--- config.mk ---
export PLATFORM = sky130hd
export DESIGN_NAME = bfp_pass_norm
export DESIGN_NICKNAME = d
export VERILOG_FILES = /design/src/rtl/bfp_pkg.sv /design/src/rtl/bfp_sign_cnt.sv /design/src/rtl/bfp_min_track.sv /design/src/rtl/bfp_shift_ctrl.sv /design/src/rtl/bfp_pass_norm.sv
export SDC_FILE = /design/constraint.sdc
export NUM_CORES = 1
export LEC_CHECK = 0
export ABC_AREA = 1
export BUFFER_PORTS_ARGS = -buffer_cell sky130_fd_sc_hd__buf_4
export CORE_MARGIN = 2
export CORE_UTILIZATION = 34
export DETAILED_ROUTE_END_ITERATION = 10
export PLACE_DENSITY_LB_ADDON = 0.1
export SKIP_LAST_GASP = 1
export SLEW_MARGIN = 20
export SYNTH_ARGS = -nofsm -noshare
export SYNTH_HDL_FRONTEND = slang
export SYNTH_SLANG_ARGS = --single-unit
--- constraint.sdc ---
create_clock -name clk_i -period 3.48 [get_ports clk_i]
set_input_delay 0.348 -clock clk_i [delete_from_list [all_inputs] [get_ports clk_i]]
set_output_delay 0.348 -clock clk_i [all_outputs]
set_load 0.01 [all_outputs]
--- src/rtl/bfp_pkg.sv ---
package bfp_pkg;
  typedef enum logic {
    GROW2 = 1'b0,
    GROW3 = 1'b1
  } grow_e;
endpackage

--- src/rtl/bfp_sign_cnt.sv ---
module bfp_sign_cnt #(
  parameter int DATA_W = 16,
  parameter int CNT_W  = $clog2(DATA_W)
) (
  input  logic [DATA_W-1:0] val_i,
  output logic [CNT_W-1:0]  cnt_o
);
  localparam logic [CNT_W-1:0] ONE = CNT_W'(1);

  logic [CNT_W-1:0] cnt;
  logic             run;

  always_comb begin
    cnt = '0;
    run = 1'b1;
    for (int i = DATA_W - 2; i >= 0; i--) begin
      if (run && (val_i[i] == val_i[DATA_W-1])) cnt = cnt + ONE;
      else run = 1'b0;
    end
  end

  assign cnt_o = cnt;
endmodule

--- src/rtl/bfp_min_track.sv ---
module bfp_min_track #(
  parameter int DATA_W = 16,
  parameter int SB_W   = $clog2(DATA_W)
) (
  input  logic              clk_i,
  input  logic              rst_ni,
  input  logic              start_i,
  input  logic              vld_i,
  input  logic [DATA_W-1:0] re_i,
  input  logic [DATA_W-1:0] im_i,
  output logic [SB_W-1:0]   min_o
);
  localparam logic [SB_W-1:0] SB_MAX = SB_W'(DATA_W - 1);

  logic [1:0][DATA_W-1:0] part;
  logic [1:0][SB_W-1:0]   cnt;
  logic [SB_W-1:0]        cnt_min;
  logic [SB_W-1:0]        min_q;

  assign part = {im_i, re_i};

  for (genvar g = 0; g < 2; g++) begin : g_cnt
    bfp_sign_cnt #(.DATA_W(DATA_W), .CNT_W(SB_W)) i_cnt (
      .val_i(part[g]),
      .cnt_o(cnt[g])
    );
  end

  assign cnt_min = (cnt[0] < cnt[1]) ? cnt[0] : cnt[1];

  // includes the sample present on the current cycle
  always_comb begin
    min_o = min_q;
    if (vld_i && (cnt_min < min_q)) min_o = cnt_min;
  end

  always_ff @(posedge clk_i or negedge rst_ni) begin
    if (!rst_ni) begin
      min_q <= SB_MAX;
    end else if (start_i) begin
      min_q <= vld_i ? cnt_min : SB_MAX;
    end else if (vld_i && (cnt_min < min_q)) begin
      min_q <= cnt_min;
    end
  end


  min_tracks_chk: assert property (@(posedge clk_i) disable iff (!rst_ni)
    (vld_i && !start_i) |=> (min_q <= $past(cnt_min)));

  empty_start_chk: assert property (@(posedge clk_i) disable iff (!rst_ni)
    (start_i && !vld_i) |=> (min_q == SB_MAX));
endmodule

--- src/rtl/bfp_shift_ctrl.sv ---
module bfp_shift_ctrl
  import bfp_pkg::*;
#(
  parameter int SB_W      = 4,
  parameter int SHIFT_MAX = 4,
  parameter int SHIFT_W   = $clog2(SHIFT_MAX + 1),
  parameter int EXP_W     = 4
) (
  input  logic               clk_i,
  input  logic               rst_ni,
  input  logic               mode_i,
  input  logic               start_i,
  input  logic               first_i,
  input  logic               end_i,
  input  logic               last_i,
  input  logic               ovf_i,
  input  logic [SB_W-1:0]    min_i,
  output logic [SHIFT_W-1:0] shift_o,
  output logic [EXP_W-1:0]   exp_o,
  output logic               done_o,
  output logic               ovf_o
);
  localparam int CW = (SB_W > EXP_W) ? SB_W : EXP_W;
  localparam logic [CW-1:0]    CAP_FULL = CW'((1 << EXP_W) - 1);
  localparam logic [CW-1:0]    CAP_RSV  = CAP_FULL - CW'(1);
  localparam logic [CW-1:0]    LIM      = CW'(SHIFT_MAX);
  localparam logic [EXP_W-1:0] EXP_TOP  = '1;

  grow_e              mode_q;
  logic               busy_q, done_q, ovf_q;
  logic [EXP_W-1:0]   total_q, exp_q;
  logic [SHIFT_W-1:0] shift_q;
  logic [CW-1:0]      cap, budget, step;
  logic               ovf_hit;

  always_comb begin
    cap    = (mode_q == GROW3) ? CAP_FULL : CAP_RSV;
    budget = cap - CW'(total_q);
    step   = CW'(min_i);
    if (step > LIM)    step = LIM;
    if (step > budget) step = budget;
  end

  assign ovf_hit = busy_q && ovf_i && (mode_q == GROW2);

  always_ff @(posedge clk_i or negedge rst_ni) begin
    if (!rst_ni) begin
      mode_q  <= GROW2;
      busy_q  <= 1'b0;
      done_q  <= 1'b0;
      ovf_q   <= 1'b0;
      total_q <= '0;
      exp_q   <= '0;
      shift_q <= '0;
    end else begin
      done_q <= 1'b0;
      if (start_i && first_i) begin
        busy_q  <= 1'b1;
        mode_q  <= grow_e'(mode_i);
        total_q <= '0;
        shift_q <= '0;
        ovf_q   <= 1'b0;
      end else if (ovf_hit) begin
        ovf_q <= 1'b1;
      end
      if (end_i && busy_q) begin
        if (last_i) begin
          done_q <= 1'b1;
          busy_q <= 1'b0;
          exp_q  <= (ovf_q || ovf_hit) ? EXP_TOP : total_q;
        end else begin
          shift_q <= step[SHIFT_W-1:0];
          total_q <= total_q + step[EXP_W-1:0];
        end
      end
    end
  end

  assign shift_o = shift_q;
  assign exp_o   = exp_q;
  assign done_o  = done_q;
  assign ovf_o   = ovf_q;


  shift_cap_chk: assert property (@(posedge clk_i) disable iff (!rst_ni)
    CW'(shift_q) <= LIM);

  total_cap_chk: assert property (@(posedge clk_i) disable iff (!rst_ni)
    (mode_q == GROW2) |-> (CW'(total_q) <= CAP_RSV));

  done_pulse_chk: assert property (@(posedge clk_i) disable iff (!rst_ni)
    done_q |=> !done_q);

  ovf_code_chk: assert property (@(posedge clk_i) disable iff (!rst_ni)
    (done_q && ovf_q) |-> (exp_q == EXP_TOP));

  wide_no_ovf_chk: assert property (@(posedge clk_i) disable iff (!rst_ni)
    (mode_q == GROW3) |-> !ovf_q);
endmodule

--- src/rtl/bfp_pass_norm.sv ---
module bfp_pass_norm #(
  parameter int DATA_W    = 16,
  parameter int SHIFT_MAX = 4,
  parameter int EXP_W     = 4,
  localparam int SB_W     = $clog2(DATA_W),
  localparam int SHIFT_W  = $clog2(SHIFT_MAX + 1)
) (
  input  logic               clk_i,
  input  logic               rst_ni,
  input  logic               mode_i,
  input  logic               pass_start_i,
  input  logic               first_i,
  input  logic               pass_end_i,
  input  logic               last_i,
  input  logic               res_vld_i,
  input  logic [DATA_W-1:0]  res_re_i,
  input  logic [DATA_W-1:0]  res_im_i,
  input  logic               ovf_i,
  output logic [SHIFT_W-1:0] shift_o,
  output logic [EXP_W-1:0]   exp_o,
  output logic               done_o,
  output logic               ovf_o
);
  logic [SB_W-1:0] min_now;

  bfp_min_track #(.DATA_W(DATA_W), .SB_W(SB_W)) i_track (
    .clk_i  (clk_i),
    .rst_ni (rst_ni),
    .start_i(pass_start_i),
    .vld_i  (res_vld_i),
    .re_i   (res_re_i),
    .im_i   (res_im_i),
    .min_o  (min_now)
  );

  bfp_shift_ctrl #(
    .SB_W(SB_W), .SHIFT_MAX(SHIFT_MAX), .SHIFT_W(SHIFT_W), .EXP_W(EXP_W)
  ) i_ctrl (
    .clk_i  (clk_i),
    .rst_ni (rst_ni),
    .mode_i (mode_i),
    .start_i(pass_start_i),
    .first_i(first_i),
    .end_i  (pass_end_i),
    .last_i (last_i),
    .ovf_i  (ovf_i),
    .min_i  (min_now),
    .shift_o(shift_o),
    .exp_o  (exp_o),
    .done_o (done_o),
    .ovf_o  (ovf_o)
  );
endmodule

# Word-level counts from Yosys, hierarchy flattened

Index checks and enable logic that the tools add are counted.

Input bits: 41
Register bits: 19
Output and inout bits: 9

$add $sub $neg: 30
Order comparisons: 4
Reduce and logical (&&, ||, !) cells: 36
Muxes and demuxes: 79
Eq/ne operators: 30
Bitwise operators: 1

Operators by type and width:

| kind                | count |
|---|---|
| $mux 4              | 36 |
| $add 4x1->4 const B | 26 |
| $mux 1              | 38 |
| $logic_and 1x1->1   | 33 |
| $eq 1x1->1          | 30 |
| $mux 3              | 3 |
| $lt 4x4->1          | 2 |
| $add 1x1->2 const B | 2 |
| $add 4x4->4         | 1 |
| $gt 4x3->1 const B  | 1 |
| $gt 4x4->1          | 1 |
| $mux 2              | 2 |
| $sub 4x4->4         | 1 |
| $reduce_and 2->1    | 1 |
| $reduce_bool 2->1   | 1 |
| $logic_or 1x1->1    | 1 |
| $not 1->1           | 1 |

# Longest topological paths before layout

Gate-level depths: netlist of run 1.

Depth after elaboration: 42
Mapped depth: 83
Mapped depth without buffers: 83

# Hierarchy

A second synthesis of run 1 with hierarchy kept.

Cells, all modules: 659
Area total of the unflattened synthesis: 4076.4 µm²

By module, submodules not included:

| module         | area an instance (µm²) | seq. area each (µm²) | cells an instance | times used |
|---|---|---|---|---|
| bfp_sign_cnt   | 1283.7                 | 0.0                  | 232               | 2 |
| bfp_shift_ctrl | 965.9                  | 375.4                | 119               | 1 |
| bfp_min_track  | 543.0                  | 105.1                | 76                | 1 |

# Least setup slack after synthesis of run 1

No wires, ideal clock.

Path kind: input -> register
Start point: input port res_re_i[15]
End point: register i_ctrl.total_q[3]
Arrival time: 11.253 ns
Required time: 3.351 ns
Stages: 77
Setup slack: -7.902 ns
Path through: buf_6 -> nand2_2 -> nand2_2 -> a21oi_1 -> ha_1 -> or2_2 -> nand2_1 -> inv_1 -> ha_1 -> nand2_1 -> nand2_1 -> ha_1 -> or2_2 -> nand2_1 -> inv_1 -> ha_1 -> nand2_1 -> nand2_1 -> [41 not listed] -> a211oi_1 -> nand2_2 -> nand2_1 -> nand2_2 -> nand3_2 -> inv_1 -> ha_1 -> a21oi_1 -> o21ai_0 -> nand2_2 -> inv_1 -> nand2_1 -> a21boi_1 -> ha_1 -> a21o_1 -> a21oi_1 -> xnor2_1 -> o21ai_0

Cells in the longest elaborated chain, start to end: 42
Elaborated cells between the ends (all ways): 84

RTL lines:

| item                                             | RTL line             | source |
|---|---|---|
| start: declaration                               | bfp_pass_norm.sv:16  | `input logic [DATA_W-1:0] res_re_i,` |
| $eq 1x1->1                                       | bfp_sign_cnt.sv:17   | `if (run && (val_i[i] == val_i[DATA_W-1])) cnt = cnt + ONE;` |
| $mux 1                                           | bfp_sign_cnt.sv:17   |  |
| $add 1x1->2 or $logic_and 1x1->1 (tied branches) | bfp_sign_cnt.sv:17   |  |
| $mux 2 or $mux 1 (tied branches)                 | bfp_sign_cnt.sv:17   |  |
| $add 4x1->4 or $logic_and 1x1->1 (tied branches) | bfp_sign_cnt.sv:17   |  |
| $mux 4 or $mux 1 (tied branches)                 | bfp_sign_cnt.sv:17   |  |
| $add 4x1->4 or $logic_and 1x1->1 (tied branches) | bfp_sign_cnt.sv:17   |  |
| $mux 4 or $mux 1 (tied branches)                 | bfp_sign_cnt.sv:17   |  |
| [26 not listed]                                  | -                    |  |
| $mux 4 (*)                                       | bfp_min_track.sv:34  | `if (vld_i && (cnt_min < min_q)) min_o = cnt_min;` |
| $gt 4x3->1                                       | bfp_shift_ctrl.sv:40 | `if (step > LIM) step = LIM;` |
| $mux 4 (*)                                       | bfp_shift_ctrl.sv:40 |  |
| $gt 4x4->1                                       | bfp_shift_ctrl.sv:41 | `if (step > budget) step = budget;` |
| $mux 4 (*)                                       | bfp_shift_ctrl.sv:41 |  |
| $add 4x4->4 (*)                                  | bfp_shift_ctrl.sv:73 | `total_q <= total_q + step[EXP_W-1:0];` |
| $mux 4 (*)                                       | bfp_shift_ctrl.sv:67 | `if (last_i) begin` |
| $mux 4 (*)                                       | bfp_shift_ctrl.sv:66 | `if (end_i && busy_q) begin` |
| end signal: assignment                           | bfp_shift_ctrl.sv:73 |  |
| end: declaration                                 | bfp_shift_ctrl.sv:31 | `logic [EXP_W-1:0] total_q, exp_q;` |

Mark *: on every way between the ends. The rest lies on a longest branch, timed or not.
A chain may end at the register's enable or synchronous reset.

# Final worst setup path of run 1

Start point: input port res_re_i[15]
End point: register i_ctrl.total_q[2]

Same word-level chain as after synthesis.

==> impl_metrics.yaml, run 1 <==
run_status:
  status: "finished with violations"
  violations: "negative setup slack"
sta:
  rsz0062_at_grt: "true"
  period_share_pct: 293
  hold_viol: 0
  max_freq_ghz: 0.0980
  relSlewSlack_pct: 66.5
  layout_setup_ws_ns: -6.72
  setup_viol: 11
  worst_slew_pin_slew_ns: 0.501
  finalClockSkew_ns: 0.00127
  report.final.slew_viol_count: 0
  fin_crit_ns: 10.20
hold_path:
  hold_class: "input pin to flop"
  holdPathStages: 3
power:
  p_int_uw: 1090
  power_frac_seq_pct: 18.8
  p_leak_uw: 0.00336
  p_switching_uw: 757
  p_comb_share_pct: 73.3
  pwr-share-clk_pct: 8.0
  p_per_area_mw_per_mm2: 303
  netSwitchingFraction_pct: 41.0
  ir_drop_uv: 230
clock_network:
  clock_latency_ns: 0.25
  htreeDepth: 1
  clk_path_buf_depth: 2
  numCtsBuffers: 3
  cts-root-buf: "clkbuf_8"
  clkTransAtPathRegs_ns: 0.07
  cts_tree: "built"
  cts_sinks: 19
placed_design:
  place_hpwl_um: 7000
  portBuffers: 49
  dp.cells: 867
  gp_congestion: 0.847
final_layout:
  nets: 866
  multi_input_comb_area_mm2: 0.00316
  fin_util_pct: 62.1
  drive_gt1_share_pct: 52.6
  final_cell_mix: "232 x buf_4, 117 x nand2_1, 64 x inv_1"
  final-seq-area_um2: 480
  layout_commonest_cell: "buf_4"
  syn_to_final_growth_pct: 77.1
  nFillCells: 884
  fin_cells: 916
  n_antenna_cell: 0
floorplan:
  die_area_mm2: 0.0109
  pin_count: 50
  core_area_mm2: 0.00982
  start_util_pct: 35.0
  rows: 36
  die_y_um: 105
  die_w_um: 105
route:
  vias: 4101
  dr.first_iter.drc_count: 98
  vias_per_cell: 4.48
  wl_per_cell_um: 10.0
  ant_nets: 0
  remaining_drc_errors: 0
  finalWirelength_um: 9200
  dr.pass1.iters: 4
setup_path:
  slowest_stage: "a211oi_4"
  start_kind: "input pin"
  end_kind: "flop"
  slowest_delay_ns: 0.37
  arrival_ns: 10.38
  ff2ff_path_depth: 19
  path_class: "input pin to flop"
  cp_max_fo: 5
  required_ns: 3.65
  cpMostUsedCell: "ha_4"
global_routing:
  grt_pass1_vias: 3913
  antenna_found_initial: 0
  grt_first_pass_wirelength_um: 15500
  track_usage_pct: 16.0
  grt_max_degree: 20
  grt.overflow.total: 0
synth:
  ys_async_sr_fraction_pct: 100
  synth_warnings: 0
  syn_inst: 541
  synth_cell_types: 45
  ys_seq_elements: 19
  synth_fp_nets: 623
  syn_area_per_cell_um2: 6.36
  yosys_most_used_dff: "dfrtp_1"
  synth-edff-count: 0
  synth_area_mm2: 0.00344
  ys_seq_area_share_pct: 14.0
job:
  max_cap_violations: 0
[routing by layer]
layer / part of all wire (%) / up-vias / wire [um] / global-route usage, %
met3: 2.1 / 10 / 195 / 0.749
met4: 1.1 / 0 / 102 / 2.86
li1: - / 2197 / - / -
met1: 43 / 1838 / 3980 / 19.2
met2: 54 / 56 / 4930 / 31.7
met5: 0 / - / 0 / 0
[final cells by class]
type	count	area share (%)
Multi-Input combinational cell	425	51.8
Timing Repair Buffer	242	30.8
Sequential cell	19	7.89
Inverter	93	5.98
Tap cell	133	2.73
Clock buffer	3	0.678
Clock inverter	1	0.0821
[worst max-delay path: cells and delay by family]
family          cells  cell delay (ns)
simple gates       38             3.81
compound gates      7             1.19
xor+xnor            2             0.26
buf+inv            13             0.72
fa+ha+maj          17             4.03
[power by group through the flow]
stage	Clock, uW	Combinational, uW	Sequential (uW)
floorplan	0	566	350
finish	147	1360	347
global placement	0	1030	343
global route	163	1500	357
CTS	152	1180	342
detailed placement	0	1060	345
[Yosys cell counts (3+ instances only)]
cell type | count | area share (%)
nand2_2 | 31 | 5.6
ha_1 | 40 | 15
nand4_1 | 4 | 0.73
xor2_1 | 25 | 6.4
a31oi_1 | 3 | 0.55
xnor2_1 | 12 | 3.1
nand3_1 | 62 | 9.0
nor2_2 | 3 | 0.55
clkinv_1 | 3 | 0.33
nand2_4 | 5 | 1.6
nor2_1 | 21 | 2.3
nand2_1 | 147 | 16
a21oi_1 | 9 | 1.3
buf_6 | 3 | 0.98
a21boi_1 | 3 | 0.65
inv_1 | 81 | 8.8
nand3b_1 | 4 | 0.87
or2_2 | 10 | 1.8
dfstp_2 | 4 | 3.1
o21ai_0 | 20 | 2.9
nor3_1 | 3 | 0.44
dfrtp_1 | 15 | 11
inv_2 | 5 | 0.55
[through the flow]
stage          hold WS, ns  cell area, um^2  power, uW  setup slack, ns  TNS [ns]
2_1_floorplan       0.0524             3580        916            -6.77    -64.37
3_3_place_gp         0.229             5210       1370            -7.23    -70.24
3_5_place_dp         0.232             5210       1400            -7.48    -72.80
4_1_cts              0.310             5670       1670            -6.78    -66.31
5_1_grt              0.334             6090       2020            -7.24    -71.08
6_report             0.309             6090       1850            -6.72    -65.95
[kinds of logic after synthesis]
kind of cell,synth area share [%]
AO/OA/AOI/OAI,7.60
XOR/XNOR,9.89
AND/OR/NAND/NOR,41.6
buffers and inverters,11.7
flip-flops,14.0
adder cells (fa/ha/maj),15.1
other,0.109
[final timing paths]
path,from,end,slack [ns]
setup / recovery,res_re_i[15],i_ctrl.total_q[2],-6.72
hold / removal,mode_i,i_ctrl.mode_q,0.31
setup reg to reg,i_track.min_q[3],i_ctrl.total_q[2],-0.01
hold reg to reg,i_ctrl.exp_o[3],i_ctrl.exp_o[3],0.48
max in group asynchronous,rst_ni,i_track.min_q[1],2.73
min in group asynchronous,rst_ni,i_ctrl.ovf_o,0.50
[sequential cells by signal, indices dropped and copies added, names as in the netlist]
register        count
i_ctrl.exp_o        4
i_track.min_q       4
i_ctrl.shift_o      3
i_ctrl.mode_q       1
i_ctrl.ovf_o        1
i_ctrl.busy_q       1
i_ctrl.done_o       1
i_ctrl.total_q      4
[what timing repair did]
item                                   CTS  global route
buffers inserted                        30            15
setup endpoints to repair               11            11
hold buffers                             1             0
cloned                                   0             0
gates resized for setup                 46            61
pin swaps                               36            50
endpoints found under the hold margin   15             0
Power figures use the tool's default switching activity.
==> run 2, diff against run 1 <==
--- a/config.mk
+++ b/config.mk
@@ -5,7 +5,6 @@
 export SDC_FILE = /design/constraint.sdc
 export NUM_CORES = 1
 export LEC_CHECK = 0
-export ABC_AREA = 1
 export BUFFER_PORTS_ARGS = -buffer_cell sky130_fd_sc_hd__buf_4
 export CORE_MARGIN = 2
 export CORE_UTILIZATION = 34
==> impl_metrics.yaml, run 2 <==
final_layout:
  final_cell_mix: "279 x buf_4, 73 x nand2_1, 34 x nor2_1"
  multi_input_comb_area_mm2: 0.00376
  layout_commonest_cell: "buf_4"
  syn_to_final_growth_pct: 65.0
  n_antenna_cell: 0
  nets: 934
  fin_util_pct: 57.4
  final-seq-area_um2: 480
  drive_gt1_share_pct: 44.4
  nFillCells: 1115
  fin_cells: 998
placed_design:
  dp.cells: 931
  portBuffers: 49
  gp_congestion: 0.881
  place_hpwl_um: 9680
hold_path:
  hold_class: "input pin to flop"
  min_from: "first_i"
  holdPathStages: 2
  hold_end: "i_ctrl.ovf_o"
global_routing:
  gr-usage-met3_pct: 0.953
  grt_max_degree: 33
  antenna_found_initial: 0
  grt.overflow.total: 0
  track_usage_pct: 19.1
  grt-busiest-layer: "met2"
  use_met2_pct: 35.1
  grt_pass1_vias: 4866
  grt_first_pass_wirelength_um: 21400
  use_met1_pct: 24.9
setup_path:
  slowest_delay_ns: 0.53
  r2r_end: "i_ctrl.total_q[3]"
  timing.rr.start: "i_track.min_q[3]"
  required_ns: 3.65
  ff2ff_path_depth: 25
  start_kind: "input pin"
  slowest_stage: "or4_4"
  cp_max_fo: 5
  cpMostUsedCell: "buf_4"
  reg2reg_slack_ns: -0.77
  path_class: "input pin to flop"
  end_kind: "flop"
  arrival_ns: 12.67
clock_network:
  clkTransAtPathRegs_ns: 0.06
  numCtsBuffers: 3
  clock_latency_ns: 0.25
  cts-root-buf: "clkbuf_16"
  cts_tree: "built"
  htreeDepth: 1
  clk_path_buf_depth: 2
  cts_sinks: 19
floorplan:
  core_area_mm2: 0.0120
  pin_count: 50
  die_y_um: 115
  start_util_pct: 34.8
  die_w_um: 115
  die_area_mm2: 0.0131
  rows: 40
synth:
  synth.most_common_cell: "nand2_1"
  yosys_most_used_dff: "dfrtp_1"
  ys_seq_elements: 19
  synth_cell_types: 75
  synth_compound_area_share_pct: 28.2
  ys_async_sr_fraction_pct: 100
  synth_top_area_share_pct: 12.0
  ys_top_cells_by_count: "75 x nand2_1, 41 x o21ai_0, 40 x ha_1"
  syn_inst: 583
  ys_top_cells_by_area: "ha_1 12%, dfrtp_1 9.0%, nand2_1 6.8%, o21ai_0 4.9%, xnor2_1 4.6%"
  synth_fp_nets: 665
  yosysTopAreaCell: "ha_1"
  synth_area_mm2: 0.00416
  synth_mux_area_share_pct: 3.79
  synth_xor_area_share_pct: 9.24
  syn_area_per_cell_um2: 7.13
  ys_seq_area_share_pct: 11.6
  synth_adder_area_share_pct: 12.5
  synth-edff-count: 0
  synth_warnings: 0
  synth-simple-area-share_pct: 29.0
  synth_top_family_by_area: "simple AND/OR/NAND/NOR gates"
sta:
  fin_crit_ns: 12.50
  period_share_pct: 359
  report.final.slew_viol_count: 0
  rsz0062_at_grt: "true"
  max_freq_ghz: 0.0800
  hold_viol: 0
  layout_setup_ws_ns: -9.02
  finalClockSkew_ns: 0.00177
  setup_viol: 11
route:
  dr.pass1.iters: 5
  finalWirelength_um: 13000
  dr.first_iter.drc_count: 232
  vias: 5158
  wl_per_cell_um: 13.0
  ant_nets: 0
  remaining_drc_errors: 0
  vias_per_cell: 5.17
run_status:
  status: "finished with violations"
  violations: "negative setup slack"
power:
  ir_drop_uv: 426
  p_per_area_mw_per_mm2: 340
  p_leak_uw: 0.00330
job:
  max_cap_violations: 0
run 2: worst max-delay path by stage:
stage | start | endpoint | slack [ns] | depth (start not counted)
6_report | res_im_i[12] | i_ctrl.total_q[3] | -9.02 | 86
5_1_grt | res_im_i[13] | i_ctrl.total_q[3] | -9.75 | 77
4_1_cts | res_im_i[15] | i_ctrl.total_q[3] | -8.74 | 73
3_5_place_dp | res_im_i[15] | i_ctrl.total_q[3] | -9.09 | 73
3_3_place_gp | res_im_i[15] | i_ctrl.total_q[3] | -8.93 | 73
2_1_floorplan | res_im_i[15] | i_ctrl.total_q[3] | -8.94 | 76
run 2: cell families (layout without fill, tap and decap cells):
| logic type | count (synthesis) | after routing |
|---|---|---|
| other cells | 1 | 1 |
| mux | 15 | 15 |
| compound gates | 173 | 173 |
| flops | 19 | 19 |
| simple gates | 236 | 236 |
| buf+inv | 59 | 327 |
| fa+ha+maj | 41 | 41 |
| xor+xnor | 39 | 39 |
run 2: layout make-up:
type,count,area share [%]
clock buffers,3,1.09
well taps,147,2.68
repair buffers,290,32.5
flip-flops and latches,19,7.00
inverters,33,1.81
clock inverters,1,0.0729
multi-input cells,505,54.9
run 2: timing repair:
action                     CTS  global route
gates resized for setup     18            39
setup endpoints to repair   11            11
buffers inserted            54             9
pin swaps                   20            53
hold endpoints to repair    15             0
hold buffers                 1             0
run 2: metrics by stage:
step | setup WS [ns] | setup TNS (ns) | hold WS, ns | cell area (um^2) | power, uW
detailed placement | -9.09 | -88.69 | 0.235 | 6090 | 1790
finish | -9.02 | -87.88 | 0.284 | 6860 | 2330
CTS | -8.74 | -84.94 | 0.283 | 6640 | 2220
global placement | -8.93 | -87.37 | 0.232 | 6090 | 1760
floorplan | -8.94 | -86.55 | 0.0524 | 4330 | 1160
global route | -9.75 | -94.27 | 0.294 | 6860 | 2520
run 2: critical path: cells and delay by family:
| kind | cells | cell delay, ns |
|---|---|---|
| adders and majority gates | 7 | 1.85 |
| and+or+nand+nor | 15 | 1.87 |
| buffers and inverters | 42 | 5.23 |
| AOI/OAI and AO/OA | 20 | 3.10 |
| xor gates and xnor gates | 2 | 0.29 |
run 2: routing by layer:
| metal | wire length [um] | vias to the layer above |
|---|---|---|
| met4 | 257 | 0 |
| met2 | 6430 | 86 |
| li1 | - | 2653 |
| met5 | 0 | - |
| met3 | 356 | 22 |
| met1 | 5930 | 2397 |
run 2: power by group:
group          switching (uW)  leakage [uW]  internal [uW]
combinational             768       0.00303            969
clock                    82.0     0.0000409            154
sequential               61.6      0.000228            299
